### src/rtl/irq_prio_pkg.sv
package irq_prio_pkg;

    localparam int ADDR_W = 16;
    localparam int OPC_W  = 8;

    typedef enum logic [2:0] {
        SRC_NONE,
        SRC_TRAP,
        SRC_R75,
        SRC_R65,
        SRC_R55,
        SRC_GEN
    } src_e;

    // Packed so that it maps bit for bit onto the pending word.
    typedef struct packed {
        logic trap;
        logic r75;
        logic r65;
        logic r55;
        logic gen;
    } req_t;

    // A restart number n lands at n * 8 inside page zero.
    function automatic logic [ADDR_W-1:0] restart_addr(input logic [2:0] num);
        return {{(ADDR_W-6){1'b0}}, num, 3'b000};
    endfunction

    // Opcode form 11nnn111.
    function automatic logic is_restart_opc(input logic [OPC_W-1:0] b);
        return (b[7:6] == 2'b11) && (b[2:0] == 3'b111);
    endfunction

endpackage

### src/rtl/irq_edge_latch.sv
module irq_edge_latch #(
    parameter bit LEVEL_QUAL = 1'b0
) (
    input  logic clk,
    input  logic rst,
    input  logic req,
    input  logic clr,
    output logic pend
);
    logic prev_q;
    logic lat_q;
    logic rise;

    assign rise = req & ~prev_q;

    generate
        if (LEVEL_QUAL) begin : g_level
            // Edge arms the latch; the level must still be high to count,
            // and a drop of the level disarms it.
            always_ff @(posedge clk) begin
                if (rst) begin
                    prev_q <= req;
                    lat_q  <= 1'b0;
                end else begin
                    prev_q <= req;
                    if (rise)
                        lat_q <= 1'b1;
                    else if (clr || !req)
                        lat_q <= 1'b0;
                end
            end
            assign pend = lat_q & req;

            a_r5_low_disarms: assert property (@(posedge clk) disable iff (rst)
                (!req && !rise) |=> !lat_q);
        end else begin : g_edge
            always_ff @(posedge clk) begin
                if (rst) begin
                    prev_q <= req;
                    lat_q  <= 1'b0;
                end else begin
                    prev_q <= req;
                    if (rise)
                        lat_q <= 1'b1;
                    else if (clr)
                        lat_q <= 1'b0;
                end
            end
            assign pend = lat_q;

            a_r6_latch_holds: assert property (@(posedge clk) disable iff (rst)
                (lat_q && !clr) |=> lat_q);
        end
    endgenerate

    a_r6_rise_arms: assert property (@(posedge clk) disable iff (rst)
        rise |=> lat_q);

endmodule

### src/rtl/irq_prio_pick.sv
module irq_prio_pick
    import irq_prio_pkg::*;
(
    input  req_t elig,
    output src_e win
);
    always_comb begin
        if (elig.trap)      win = SRC_TRAP;
        else if (elig.r75)  win = SRC_R75;
        else if (elig.r65)  win = SRC_R65;
        else if (elig.r55)  win = SRC_R55;
        else if (elig.gen)  win = SRC_GEN;
        else                win = SRC_NONE;
    end
endmodule

### src/rtl/irq_prio_ctrl.sv
module irq_prio_ctrl
    import irq_prio_pkg::*;
#(
    parameter logic [ADDR_W-1:0] VEC_TRAP = 16'h0024,
    parameter logic [ADDR_W-1:0] VEC_R75  = 16'h003C,
    parameter logic [ADDR_W-1:0] VEC_R65  = 16'h0034,
    parameter logic [ADDR_W-1:0] VEC_R55  = 16'h002C
) (
    input  logic              clk,
    input  logic              rst,
    input  logic              req_trap,
    input  logic              req_r75,
    input  logic              req_r65,
    input  logic              req_r55,
    input  logic              req_gen,
    input  logic              at_boundary,
    input  logic              ie_set,
    input  logic              ie_clr,
    input  logic              mask_wr,
    input  logic [2:0]        mask_bits,
    input  logic              mask_clr75,
    input  logic              opc_valid,
    input  logic [OPC_W-1:0]  opc_byte,
    output logic              take,
    output logic              inta,
    output logic              vec_valid,
    output logic [ADDR_W-1:0] vec_addr,
    output logic [4:0]        pending,
    output logic              ie_flag
);
    localparam int M_R55 = 0;
    localparam int M_R65 = 1;
    localparam int M_R75 = 2;

    logic              ie_q;
    logic [2:0]        mask_q;
    logic              busy_q;
    logic              take_q;
    logic              inta_q;
    logic              vv_q;
    logic [ADDR_W-1:0] vec_q;

    logic trap_pend;
    logic r75_pend;
    logic svc_trap;
    logic svc_r75;
    logic clr75;
    logic accept;
    logic opc_ok;
    req_t elig;
    req_t raw;
    src_e win;

    function automatic logic [ADDR_W-1:0] src_vec(input src_e s);
        case (s)
            SRC_TRAP: return VEC_TRAP;
            SRC_R75:  return VEC_R75;
            SRC_R65:  return VEC_R65;
            SRC_R55:  return VEC_R55;
            default:  return '0;
        endcase
    endfunction

    irq_edge_latch #(.LEVEL_QUAL(1'b1)) u_trap (
        .clk  (clk),
        .rst  (rst),
        .req  (req_trap),
        .clr  (svc_trap),
        .pend (trap_pend)
    );

    irq_edge_latch #(.LEVEL_QUAL(1'b0)) u_r75 (
        .clk  (clk),
        .rst  (rst),
        .req  (req_r75),
        .clr  (clr75),
        .pend (r75_pend)
    );

    always_comb begin
        elig.trap = trap_pend;
        elig.r75  = r75_pend & ~mask_q[M_R75] & ie_q;
        elig.r65  = req_r65  & ~mask_q[M_R65] & ie_q;
        elig.r55  = req_r55  & ~mask_q[M_R55] & ie_q;
        elig.gen  = req_gen  & ie_q;
    end

    irq_prio_pick u_pick (
        .elig (elig),
        .win  (win)
    );

    assign accept   = at_boundary & ~busy_q & (win != SRC_NONE);
    assign svc_trap = accept & (win == SRC_TRAP);
    assign svc_r75  = accept & (win == SRC_R75);
    assign clr75    = svc_r75 | (mask_wr & mask_clr75);
    assign opc_ok   = busy_q & opc_valid & is_restart_opc(opc_byte);

    always_ff @(posedge clk) begin
        if (rst) begin
            ie_q   <= 1'b0;
            mask_q <= '1;
            busy_q <= 1'b0;
            take_q <= 1'b0;
            inta_q <= 1'b0;
            vv_q   <= 1'b0;
            vec_q  <= '0;
        end else begin
            take_q <= accept;
            inta_q <= accept && (win == SRC_GEN);
            vv_q   <= 1'b0;
            if (accept && (win != SRC_GEN)) begin
                vv_q  <= 1'b1;
                vec_q <= src_vec(win);
            end
            if (opc_ok) begin
                vv_q  <= 1'b1;
                vec_q <= restart_addr(opc_byte[5:3]);
            end
            if (accept && (win == SRC_GEN))
                busy_q <= 1'b1;
            else if (opc_ok)
                busy_q <= 1'b0;
            if (accept && (win != SRC_TRAP))
                ie_q <= 1'b0;
            else if (ie_clr)
                ie_q <= 1'b0;
            else if (ie_set)
                ie_q <= 1'b1;
            if (mask_wr)
                mask_q <= mask_bits;
        end
    end

    always_comb begin
        raw.trap = trap_pend;
        raw.r75  = r75_pend;
        raw.r65  = req_r65;
        raw.r55  = req_r55;
        raw.gen  = req_gen;
    end

    assign pending   = raw;
    assign take      = take_q;
    assign inta      = inta_q;
    assign vec_valid = vv_q;
    assign vec_addr  = vec_q;
    assign ie_flag   = ie_q;

    a_r11_take_after_boundary: assert property (@(posedge clk) disable iff (rst)
        take |-> $past(at_boundary));

    a_r3_ie_dropped: assert property (@(posedge clk) disable iff (rst)
        (accept && win != SRC_TRAP) |=> (take && !ie_flag));

    a_r4_trap_keeps_ie: assert property (@(posedge clk) disable iff (rst)
        (svc_trap && ie_q && !ie_clr) |=> ie_flag);

    a_r9_trap_first: assert property (@(posedge clk) disable iff (rst)
        (win != SRC_TRAP && win != SRC_NONE) |-> !trap_pend);

    a_r10_inta_single: assert property (@(posedge clk) disable iff (rst)
        inta |=> !inta);

    a_r10_inta_no_vector: assert property (@(posedge clk) disable iff (rst)
        inta |-> (take && !vec_valid));

    a_r10_wait_blocks: assert property (@(posedge clk) disable iff (rst)
        busy_q |=> !take);

endmodule

### config.mk
export PLATFORM = sky130hd
export DESIGN_NAME = irq_prio_ctrl
export DESIGN_NICKNAME = d
export VERILOG_FILES = /design/src/rtl/irq_prio_pkg.sv /design/src/rtl/irq_edge_latch.sv /design/src/rtl/irq_prio_pick.sv /design/src/rtl/irq_prio_ctrl.sv
export SDC_FILE = /design/constraint.sdc
export NUM_CORES = 1
export LEC_CHECK = 0
export ABC_AREA = 0
export ABC_CLOCK_PERIOD_IN_PS = 2400
export BUFFER_PORTS_ARGS = -buffer_cell sky130_fd_sc_hd__buf_2
export CORE_MARGIN = 1
export CORE_UTILIZATION = 43
export DETAILED_ROUTE_END_ITERATION = 10
export PLACE_DENSITY = 0.78
export SETUP_SLACK_MARGIN = 0.15
export SYNTH_ARGS = -nofsm -noshare
export SYNTH_HDL_FRONTEND = slang
export SYNTH_HIERARCHICAL = 1
export SYNTH_SLANG_ARGS = --single-unit
### constraint.sdc
create_clock -name clk -period 2.4 [get_ports clk]
set_input_delay 0.72 -clock clk [delete_from_list [all_inputs] [get_ports clk]]
set_output_delay 0.72 -clock clk [all_outputs]
set_load 0.01 [all_outputs]
# Word level (Yosys, flattened, before mapping)
# Index checks and enable logic that the tools add are counted.
# classes
addsub	0
mul	0
n_div	0
order_cmp	0
eq_ne	9
n_shift	0
mux	16
bitwise	24
reduce_logical	13
# op_table
operator	n
$pmux W6 S4	1
$and A1 B1 Y1	17
$mux W3	5
$mux W6	2
$eq A3 B3 Y1 const B	3
$mux W1	8
$reduce_bool A2 Y1	4
$eq A3 B2 Y1 const B	2
$not A1 Y1	6
$logic_and A1 B1 Y1	4
$eq A3 B1 Y1 const B	1
$ne A3 B1 Y1 const B	1
$ne A3 B3 Y1 const B	1
$reduce_bool A3 Y1	1
$reduce_or A3 Y1	1
$eq A2 B2 Y1 const B	1
$reduce_or A2 Y1	1
$logic_not A1 Y1	1
$logic_or A1 B1 Y1	1
$or A1 B1 Y1	1
# totals
register_bits	18
latchBits	0
ramBits	0
mem_bits_ro	0
in_bits	24
out_inout_bits	25
wordCells	74
mem_count	0

# Depth between registers and ports, before layout
# depth
depth_word	13
ltp_mapped	10
ltp_nobuf	9

# Hierarchy
# The synthesis kept the hierarchy.
# modules_own_cells
module	instances	cells_each	area_per_inst_um2	seq_area_each_um2
irq_prio_ctrl	1	87	732.0	240.2
irq_edge_latch at u_trap	1	6	67.6	40.0
irq_edge_latch at u_r75	1	5	61.3	40.0
irq_prio_pick	1	7	37.5	0.0

# Worst setup path after synthesis
# No wires, ideal clock.
# synth_path
path_type	input to register
from	input port req_gen
to	register vec_q[5] (netlist: vec_addr[5])
setup_ns	0.130
t_arrival_ns	1.775
required_ns	2.270
path_slack_ns	0.495
stages	7
path_buffers	0
path_cell_list	and2_1 > nor3b_1 > a211o_1 > nor3_1 > nor2_1 > o22ai_1 > o31ai_1
# synth_via
elab_chain_cells	10
word_cells_on_any_way	18
cone_classes	eq/ne: 5; mux: 8; bitwise: 2; reduce/logical: 3
# synth_lines
item	line_no	text
from (decl)	irq_prio_ctrl.sv:15	input logic req_gen,
$and A1 B1 Y1 *	irq_prio_ctrl.sv:85	elig.gen = req_gen & ie_q;
$mux W3 *	irq_prio_pick.sv:12	else if (elig.gen) win = SRC_GEN;
$mux W3 *	irq_prio_pick.sv:11	else if (elig.r55) win = SRC_R55;
$mux W3 *	irq_prio_pick.sv:10	else if (elig.r65) win = SRC_R65;
$mux W3 *	irq_prio_pick.sv:9	else if (elig.r75) win = SRC_R75;
$mux W3 *	irq_prio_pick.sv:8	if (elig.trap) win = SRC_TRAP;
named net win[0]	irq_prio_ctrl.sv:52	src_e win;
$eq A3 B3 Y1, or another cell as far along	irq_prio_ctrl.sv:55	case (s)
$pmux W6 S4 / $and A1 B1 Y1 (equally long branches)	irq_prio_ctrl.sv:55, irq_prio_ctrl.sv:93	
$mux W6 / $logic_and A1 B1 Y1 (equally long branches)	irq_prio_ctrl.sv:112	if (accept && (win != SRC_GEN)) begin
$mux W6 / $reduce_bool A2 Y1 (equally long branches)	-	
to (signal assigned)	irq_prio_ctrl.sv:114	vec_q <= src_vec(win);
to (signal assigned)	irq_prio_ctrl.sv:118	vec_q <= restart_addr(opc_byte[5:3]);
to (decl)	irq_prio_ctrl.sv:41	logic [ADDR_W-1:0] vec_q;
# The timed path passes the listed nets; every way through them passes the cells marked *. The select of a mux whose other input is x is not followed.
# A chain may end at the register's enable or synchronous reset.

# Worst setup path in the final report
# layout_path
from	input port req_trap
to	output port pending[4]
# layout_via
elab_chain_cells	1
# layout_lines
item	line_no	text
from (decl)	irq_prio_ctrl.sv:11	input logic req_trap,
$and A1 B1 Y1	irq_edge_latch.sv:32	assign pend = lat_q & req;
to (decl)	irq_prio_ctrl.sv:28	output logic [4:0] pending,
# Every way passes these cells.

==> results.ini <==
[outcome]
outcome=completed

[finish]
antennaDiodeCount=0
drive_above_1_share_pct=35.5
nets=163
final_core_util_pct=53.6
syn2layout_area_growth_pct=17.0

[critical_path]
critPathKind=in -> out
cp_top_family=buffers and inverters
critPathSlowestCell=and2_1
startpoint_type=input pin
worstPathRequired_ns=1.68
crit_top_cell=buf_2
path_max_fanout=4
path_buf_inv=2
crit_chain=buf_2, and2_1, buf_2
critPathArrivalTime_ns=1.16
rr_endpoint=vec_addr[5]$_SDFFE_PP0P_
rr_worst_depth=8
slowest_delay_ns=0.19
r2r-start=ie_flag$_SDFFE_PP0P_
reg2reg_slack_ns=0.63
cp-end-kind=primary output

[power_and_ir_drop]
leakagePower_nw=0.504
ir_worst_vdd_mv=0.252
switching_share_pct=25.3
p_int_uw=413
comb_power_share_pct=17.2
power.total_uw=553
switchingPower_uw=140
power_frac_seq_pct=51.6
power_frac_clock_pct=31.2
powerDensity_nw_per_um2=526

[yosys]
syn_avg_cell_area_um2=8.56
synth_area_um2=898
synth_edf_count=0
synth_ff_type=dfxtp_1
seq_area_frac_synth_pct=35.7
synth_seq_cells=16
synthCells=105
synth_warnings=6
async_reset_ff_share_pct=0
ys_types=34

[route]
drt-total-wl_um=1660
num_vias=770
avgRoutedWirePerCell_um=10.1
vias_per_cell=4.67
initialDrtViolationCount=7
final_antenna_net_count=0
remaining_drc_errors=0
first_pass_iters=6

[cts]
cts_buffers=3
clockBufferDepth=2
clockRootBuffer=clkbuf_4
h-tree-depth=1
clkSinkCount=16
clk_transition_reported_paths_ns=0.09
cts-resized-gates=0
cts_tree=yes
holdBufCountCts=0
clk_latency_ns=0.28
cts_setup_buffers=0

[timing]
finalSetupTns_ns=0
fmax_mhz=531
hold_viol=0
holdWs_ns=0.422
fin_crit_ns=1.88
rsz0062_at_grt=no
skew_ns=0.00497
layout_setup_ws_ns=0.517
finalSetupViolCount=0
finalCritPeriodShare_pct=78.5
drv_slew=0

[grt]
antenna_found_initial=0
grt_max_degree=16
gr-total-overflow=0
grt.total_usage_pct=15.8
grt_pass1_vias=692
grt_pass1_wl_um=2500

[floorplan]
initial_core_util_pct=45.8
dieArea_um2=2280
rows=16
core_um2=1960
die_y_um=47.7
io_pins=49
die_w_um=47.7

[worst_hold_path]
worstHoldEndpoint=u_trap/lat_q$_SDFFE_PP0P_
worstHoldPathType=reg -> reg
whs_path_depth=1
hold_path_startpoint=u_trap/prev_q$_DFF_P_

[placement]
dp_hpwl_um=1310
numPortBuffers=36
gp_congestion=0.788
place_ws_ns=0.258

[flow_run]
maxCapViolations=0

cell usage after synthesis, drive strengths merged (2+ instances only):
| cell type | instances | area share [%] |
|---|---|---|
| dfxtp | 16 | 36 |
| o21ai | 3 | 2.1 |
| xor2 | 2 | 2.0 |
| a211o | 4 | 3.9 |
| and2 | 2 | 1.4 |
| buf | 19 | 17 |
| nor2 | 14 | 6.7 |
| nand3 | 2 | 1.1 |
| nor4 | 3 | 2.8 |
| nor3 | 3 | 1.7 |
| nor2b | 5 | 4.3 |
| nand3b | 3 | 2.5 |
| nand2 | 7 | 2.9 |
| inv | 3 | 1.3 |
| nand2b | 5 | 3.5 |
| a21oi | 3 | 2.5 |
power groups by stage:
stage	clock network [mW]	registers [mW]	logic, mW
2_1_floorplan	0	0.293	0.0752
3_3_place_gp	0	0.292	0.0922
3_5_place_dp	0	0.291	0.0948
4_1_cts	0.181	0.285	0.0954
5_1_grt	0.192	0.287	0.108
6_report	0.173	0.285	0.0952
metal layers:
layer,up-vias,GRT usage (%),share of wire (%)
met2,26,26.5,49
li1,397,-,-
met4,0,12.2,1.1
met5,-,0,0
met3,2,2.26,5.1
met1,345,18.0,44
state kept, by name (all words and copies together) (netlist names):
name	count
u_trap/lat_q	1
busy_q	1
vec_valid	1
vec_addr	4
u_r75/prev_q	1
u_trap/prev_q	1
inta	1
mask_q	3
ie_flag	1
u_r75/pend	1
take	1
area by class of cell:
type | instances | area, µm²
multi-input combinational | 77 | 454
timing repair buffer | 38 | 195
inverter | 3 | 11.3
sequential | 16 | 320
tap | 27 | 33.8
clock buffer | 4 | 36.3
fill | 200 | 911
placed cells by master (no fill, tap or decap), types with 2 or more instances in the layout:
master	count
inv_1	3
conb_1	12
nand3_1	2
dfxtp_1	16
xor2_1	2
nor4_1	2
clkbuf_4	3
nor2b_1	4
nand3b_1	3
nor2_1	13
a21oi_2	2
a211o_1	4
and2_1	2
nand2_1	7
buf_4	2
nor3_1	3
buf_2	36
nand2b_1	5
cells by family after synthesis:
family,after synthesis,synth area share [%]
and+or+nand+nor,46,28.4
other,1,0.417
xor gates and xnor gates,2,1.95
AOI/OAI and AO/OA,17,15.2
buffers and inverters,23,18.4
DFF,16,35.7
worst max path at each step:
stage                                     from                       end  slack, ns  cells after the start
final                                 req_trap                pending[4]       0.52                      3
after global routing      ie_flag$_SDFFE_PP0P_  vec_addr[5]$_SDFFE_PP0P_       0.41                      8
after CTS                             req_trap                pending[4]       0.51                      3
after detailed placement               req_gen  vec_addr[5]$_SDFFE_PP0P_       0.26                      8
after global placement                 req_gen      vec_valid$_SDFF_PP0_       0.32                      8
after floorplan                        req_gen  vec_addr[5]$_SDFFE_PP0P_       0.49                      7
metrics by stage:
step	instance area, µm²	instances
3_3_place_gp	1010	161
5_1_grt	1050	165
4_1_cts	1050	165
6_report	1050	165
3_5_place_dp	1010	161
2_1_floorplan	940	116
(Power assumes the default switching activity.)
